==> src/rtl/bank_mapper.sv <==
module bank_mapper #(
  parameter int          FLASH_PAGES = 256,
  parameter int          RAM_SPAN    = 128,
  parameter logic [7:0]  HI_MASK     = 8'h01,
  parameter int          BOOT_PAGE   = 255,
  localparam int         PW          = $clog2(FLASH_PAGES + RAM_SPAN)
) (
  input  logic          clk,
  input  logic          rst_n,
  input  logic          mode,
  input  logic [15:0]   cpu_addr,
  input  logic [15:0]   pc,
  input  logic          fetch,
  input  logic          mem_wr,
  input  logic          io_rd,
  input  logic          io_wr,
  input  logic [7:0]    io_port,
  input  logic [7:0]    io_wdata,
  output logic [7:0]    io_rdata,
  output logic [PW-1:0] phys_page,
  output logic [13:0]   page_offset,
  output logic          ram_sel,
  output logic          mem_wr_gated
);
  localparam logic [PW-1:0] FLASH_LIM = PW'(FLASH_PAGES);
  localparam logic [PW-1:0] BOOT_PG   = PW'(BOOT_PAGE);

  logic [7:0] a_lo, a_hi, b_lo, b_hi, r_lo;
  logic       boot;

  function automatic logic [PW-1:0] decode(input logic [7:0] lo, input logic [7:0] hi);
    logic [PW+7:0] w;
    if (lo[7]) w = (PW+8)'(FLASH_PAGES) + (PW+8)'(lo[6:0]);
    else       w = (PW+8)'({hi & HI_MASK, lo[6:0]});
    return w[PW-1:0];
  endfunction

  logic [PW-1:0] pg_a, pg_b, pg_r;
  assign pg_a = decode(a_lo, a_hi);
  assign pg_b = decode(b_lo, b_hi);
  assign pg_r = decode(r_lo, 8'h00);

  logic [15:0] win_top;
  logic        boot_exit;
  assign win_top   = mode ? 16'hC000 : 16'h8000;
  assign boot_exit = boot && fetch && pc >= 16'h4000 && pc < win_top;

  always_ff @(posedge clk) begin
    if (!rst_n) begin
      a_lo <= '0; a_hi <= '0; b_lo <= '0; b_hi <= '0; r_lo <= '0;
      boot <= 1'b1;
    end else begin
      if (io_wr) begin
        case (io_port)
          8'h05: r_lo <= io_wdata | 8'h80;
          8'h06: a_lo <= io_wdata;
          8'h07: b_lo <= io_wdata;
          8'h0E: a_hi <= io_wdata;
          8'h0F: b_hi <= io_wdata;
          default: ;
        endcase
      end
      if (boot_exit) boot <= 1'b0;
    end
  end

  always_comb begin
    case (cpu_addr[15:14])
      2'd0:    phys_page = boot ? BOOT_PG : '0;
      2'd1:    phys_page = mode ? {pg_a[PW-1:1], 1'b0} : pg_a;
      2'd2:    phys_page = mode ? {pg_a[PW-1:1], 1'b1} : pg_b;
      default: phys_page = mode ? pg_b : pg_r;
    endcase
  end

  assign page_offset  = cpu_addr[13:0];
  assign ram_sel      = phys_page >= FLASH_LIM;
  assign mem_wr_gated = mem_wr && ram_sel;

  always_comb begin
    io_rdata = 8'hFF;
    if (io_rd) begin
      case (io_port)
        8'h05: io_rdata = {1'b0, r_lo[6:0]};
        8'h06: io_rdata = a_lo;
        8'h07: io_rdata = b_lo;
        8'h0E: io_rdata = a_hi;
        8'h0F: io_rdata = b_hi;
        default: io_rdata = 8'hFF;
      endcase
    end
  end
endmodule


==> config.mk <==
export PLATFORM = sky130hd
export DESIGN_NAME = bank_mapper
export DESIGN_NICKNAME = d
export VERILOG_FILES = /design/src/rtl/bank_mapper.sv
export SDC_FILE = /design/constraint.sdc
export NUM_CORES = 1
export LEC_CHECK = 0
export BUFFER_PORTS_ARGS = -buffer_cell sky130_fd_sc_hd__buf_2
export CORE_ASPECT_RATIO = 1.4
export CORE_UTILIZATION = 49
export CTS_CLUSTER_SIZE = 16
export DETAILED_ROUTE_END_ITERATION = 6
export GPL_ROUTABILITY_DRIVEN = 0
export PLACE_DENSITY = 0.79
export SYNTH_ARGS = -nofsm -noshare
export SYNTH_HDL_FRONTEND = slang
export SYNTH_SLANG_ARGS = --single-unit
==> constraint.sdc <==
create_clock -name clk -period 1.62 [get_ports clk]
set_input_delay 0.162 -clock clk [delete_from_list [all_inputs] [get_ports clk]]
set_output_delay 0.162 -clock clk [all_outputs]
set_load 0.1 [all_outputs]
Word level (Yosys, flattened, before mapping)
Index checks and enable logic that the tools add are counted.
W data, S select, Z words.
{ "totals": {"register_bits": 41, "elab_cells": 40} }
{ "classes": {"eq_ne": 7, "add_sub_neg": 3, "n_reduce_logical": 10, "mux": 11, "magnitude_cmp": 3} }
{ "ops": {"columns": ["op", "n"], "rows": [
  ["$mux W9", 5],
  ["$pmux W8 S5", 1],
  ["$add A9 B7 Y9 const A", 3],
  ["$pmux W9 S3", 1],
  ["$eq A8 B3 Y1 const B", 3],
  ["$eq A8 B4 Y1 const B", 2],
  ["$ge A16 B15 Y1 const B", 1],
  ["$lt A16 B16 Y1", 1],
  ["$mux W8", 2],
  ["$mux W15", 1],
  ["$reduce_and A2 Y1", 5],
  ["$ge A9 B9 Y1 const B", 1],
  ["$logic_and A1 B1 Y1", 4],
  ["$eq A2 B1 Y1 const B", 1],
  ["$eq A2 B2 Y1 const B", 1],
  ["$logic_not A2 Y1", 1],
  ["$mux W1", 1]
]} }

Longest topological paths before layout
{ "depth": {"word_depth": 6, "mapped_depth": 6, "depth_no_buf": 3} }

Least setup slack after synthesis
OpenSTA, ideal clock, no wires.
{ "synth_path": {"kind": "input to output", "from": "in io_port[0]", "to": "out io_rdata[7]", "n_path_buf": 2, "path_stages": 5, "t_required_ps": 1458, "path_slack_ps": -1435, "arrival_ps": 2893, "cell_sequence": "buf_2 buf_2 mux4_2 inv_1 o21ai_0"} }
{ "synth_via": {"elab_chain_len": 3, "elab_cells_between_ends": 7} }
{ "synth_rtl": {"columns": ["item", "line", "rtl"], "rows": [
  ["start: declaration", "17", "input logic [7:0] io_port,"],
  ["$eq A8 B4 Y1 / $eq A8 B3 Y1 (equally long branches)", "83", "case (io_port)"],
  ["$pmux W8 S5 (*)", "83", null],
  ["$mux W8 (*)", "82", "if (io_rd) begin"],
  ["end: declaration", "19", "output logic [7:0] io_rdata,"]
]} }
Mark *: on every way between the ends. The rest lies on a longest branch, timed or not.

Worst setup path in the final report
{ "layout_path": {"from": "reg r_lo[0]", "to": "out phys_page[0]"} }
{ "layout_via": {"elab_chain_len": 4} }
{ "layout_rtl": {"columns": ["item", "line", "rtl"], "rows": [
  ["start: declaration", "28", "logic [7:0] a_lo, a_hi, b_lo, b_hi, r_lo;"],
  ["start signal: assignment", "55", "8'h05: r_lo <= io_wdata | 8'h80;"],
  ["$add A9 B7 Y9", "33", "if (lo[7]) w = (PW+8)'(FLASH_PAGES) + (PW+8)'(lo[6:0]);"],
  ["$mux W9 (*)", "33", null],
  ["$mux W9 (*)", "72", "default: phys_page = mode ? pg_b : pg_r;"],
  ["$pmux W9 S3 (*)", "68", "case (cpu_addr[15:14])"],
  ["end: declaration", "20", "output logic [PW-1:0] phys_page,"]
]} }
Marks and branches as above.

==> run_results.csv <==
group,metric,value,unit
run_status,outcome,"finished, final reports clean",
timing,drv_slew,0,
setup_path,critPathLaunch,"r_lo[0]$_SDFFE_PN0P_",
grt,antenna_found_initial,0,
min_path,min_to,"b_lo[7]$_SDFFE_PN0P_",
setup_path,cp_max_fo,3,
cells_and_area,final-seq-area,842,um2
timing,relSlewSlack,64.5,%
floorplan,fp.dieArea,5090,um2
clock_network,clkTransAtPathRegs,0.08,ns
power_and_ir_drop,pwr-share-seq,46.2,%
clock_network,clock-sinks,41,
power_and_ir_drop,clkPwrFrac,30.9,%
min_path,hp-start,"io_wdata[7]",
setup_path,reg2reg_depth,3,
yosys,ys.flop_type,"dfxtp_1",
clock_network,clock_latency,0.29,ns
routing,wire_per_inst,17.8,um
power_and_ir_drop,leakage,1.51,nW
timing,period_share,99.4,%
timing,setup_viol,0,
power_and_ir_drop,vdd_drop_max,546,uV
clock_network,cts_max_level,2,
routing,drcViolationCount,0,
grt,grt_pass1_vias,2156,
setup_path,required,1.46,ns
power_and_ir_drop,power_density,667,nW/um2
clock_network,ctsRootBufferMaster,"clkbuf_8",
yosys,synthArstFlopShare,0,%
min_path,holdPathStages,3,
timing,hold_violations,0,
routing,ant_nets,0,
timing,fmax,621,MHz
placement,placedCellCount,352,
clock_network,cts_buffer_depth,2,
power_and_ir_drop,p_switching,645,uW
yosys,synth_common_cells,"nand2_1, mux2i_1, dfxtp_1, buf_4, clkbuf_1",
grt,grt_pass1_wl,10300,um
power_and_ir_drop,pwr-share-comb,22.9,%
yosys,synth_top_area_cell,"dfxtp_1",
yosys,synthDominantCellAreaShare,34.9,%
timing,worstMarginPinSlew,0.533,ns
yosys,synthCells,253,
setup_path,startpoint_type,"flip-flop",
routing,drtIter0Drc,102,
placement,dpl.hpwl,4510,um
power_and_ir_drop,intPower,1.54,mW
floorplan,io_pins,88,
floorplan,coreArea,4570,um2
yosys,synthTopCellsByArea,"dfxtp_1, mux2i_1, nand2_1, buf_4, a221o_1",
setup_path,path_class,"flip-flop to output pin",
timing,min_period,1.61,ns
yosys,yosysMostFrequentCell,"nand2_1",
cells_and_area,multi_input_area,1430,um2
routing,via_per_inst,5.90,
cells_and_area,layout.cells.non_filler,367,
timing,setup_tns,0,ns
grt,overflow,0,
yosys,yosysWarnings,0,
setup_path,cp-end-kind,"output pin",
cells_and_area,fin_nets,360,
min_path,hold_class,"input port to flip-flop",
clock_network,cts_made_buffers,5,
setup_path,cp_data_arrival_time,1.45,ns
routing,drtPass1Iterations,4,
run,maxCapViolCount,0,
yosys,netlist_area,2350,um2
yosys,yosysUniqueCellTypes,44,
grt,grtUsageTotal,27.0,%
grt,grt_start_max_net_pins,32,
yosys,syn-num-nets,308,
cells_and_area,layout-drive-gt1-share,42.6,%
routing,num_vias,2166,
floorplan,die_w,60.6,um
yosys,synth_area_per_cell,9.31,um2
timing,rsz0062_at_grt,"yes",
cells_and_area,fillers,317,
yosys,synth-seq-area-share,34.9,%
yosys,ys_seq_elements,41,
clock_network,cts_tree,"done",
floorplan,start_util,51.5,%
power_and_ir_drop,p_sw_share,29.5,%
setup_path,rrSetupSlack,0.86,ns
floorplan,rows,29,
setup_path,r2r-start,"a_lo[7]$_SDFFE_PN0P_",
timing,clock_skew,0,ns
cells_and_area,diodes,0,
yosys,synth_edf_count,0,
placement,io_buffer_count,45,
floorplan,die_h,84.0,um
cells_and_area,area_growth_syn_to_layout,39.1,%
setup_path,r2r-end,"a_lo[7]$_SDFFE_PN0P_",
routing,drt_wl_total,6530,um
==> per-layer routing <==
metal	up-vias	wire length (um)	track usage (%)	share of wire [%]
met5	-	0	0	0
met3	18	412	5.27	6.3
met2	89	3270	45.1	50
met1	1051	2690	32.3	41
li1	1008	-	-	-
met4	0	155	12.0	2.4
==> flip-flops by register name, indices dropped and copies added, names as in the netlist <==
register,flops
a_lo,8
a_hi,8
r_lo,8
b_hi,8
boot,1
b_lo,8
==> cell type report <==
type / count / share of cell area (%)
Clock buffer: 7 / 2.64
Inverter: 5 / 0.573
Multi-Input combinational cell: 176 / 43.5
Sequential cell: 41 / 25.7
Tap cell: 62 / 2.37
Timing Repair Buffer: 76 / 25.2
==> critical path: stages (launching register included) <==
cell and delay, ns:
dfxtp_2 0.34, mux2_2 0.26, a221o_2 0.38, buf_12 0.17
==> repair_timing <==
item                                    CTS  global route
gates resized for setup                   8            30
endpoints found under the setup margin   12            17
setup buffers                             0             8
hold buffers                              0             0
pin swaps                                 4            12
==> per-stage QoR <==
stage                     utilization, %  hold WS, ns  cell area, um2  total power, mW  setup WS (ns)
after floorplan                        -        0.366            2450             1.49         -0.694
after global placement              66.1        0.325            3020             1.50         -0.291
after detailed placement            66.1        0.325            3020             1.51         -0.240
after CTS                           68.4        0.196            3130             2.16       0.000378
after global routing                71.6        0.202            3280             2.25        -0.0378
final                               71.6        0.189            3280             2.19         0.0102
==> logic make-up after synthesis <==
family                    count (synthesis)  synth area share, %
and+or+nand+nor                          80                 18.2
muxes                                    49                 21.5
AOI/OAI and AO/OA                        46                 15.8
DFF                                      41                 34.9
buffers and inverters                    36                 8.93
xor gates and xnor gates                  1                0.691
==> cells in the final DEF, fill, tap and decap left out, types with 6 or more instances in the layout <==
master	n
clkbuf_16	6
dfxtp_2	14
dfxtp_1	26
a22o_1	6
buf_4	28
clkbuf_8	6
buf_2	25
o211ai_1	6
nand3_1	6
a22oi_1	6
o21a_1	6
a221o_2	7
mux2i_1	46
buf_12	17
nand2_1	48
==> worst max path at each step <==
| stage | to | slack (ns) | cells after the start |
|---|---|---|---|
| finish | phys_page[0] | 0.01 | 3 |
| global route | io_rdata[4] | -0.04 | 4 |
| CTS | phys_page[7] | 0.0004 | 5 |
| detailed placement | phys_page[3] | -0.24 | 4 |
| global placement | phys_page[3] | -0.29 | 4 |
| floorplan | io_rdata[3] | -0.69 | 5 |
==> power groups by stage <==
stage	clock, mW	combinational, mW	sequential (mW)
2_1_floorplan	0	0.456	1.03
3_3_place_gp	0	0.466	1.03
3_5_place_dp	0	0.470	1.03
4_1_cts	0.677	0.476	1.01
5_1_grt	0.721	0.520	1.01
6_report	0.676	0.500	1.01
Note: power is estimated with default switching activity, not from simulation.
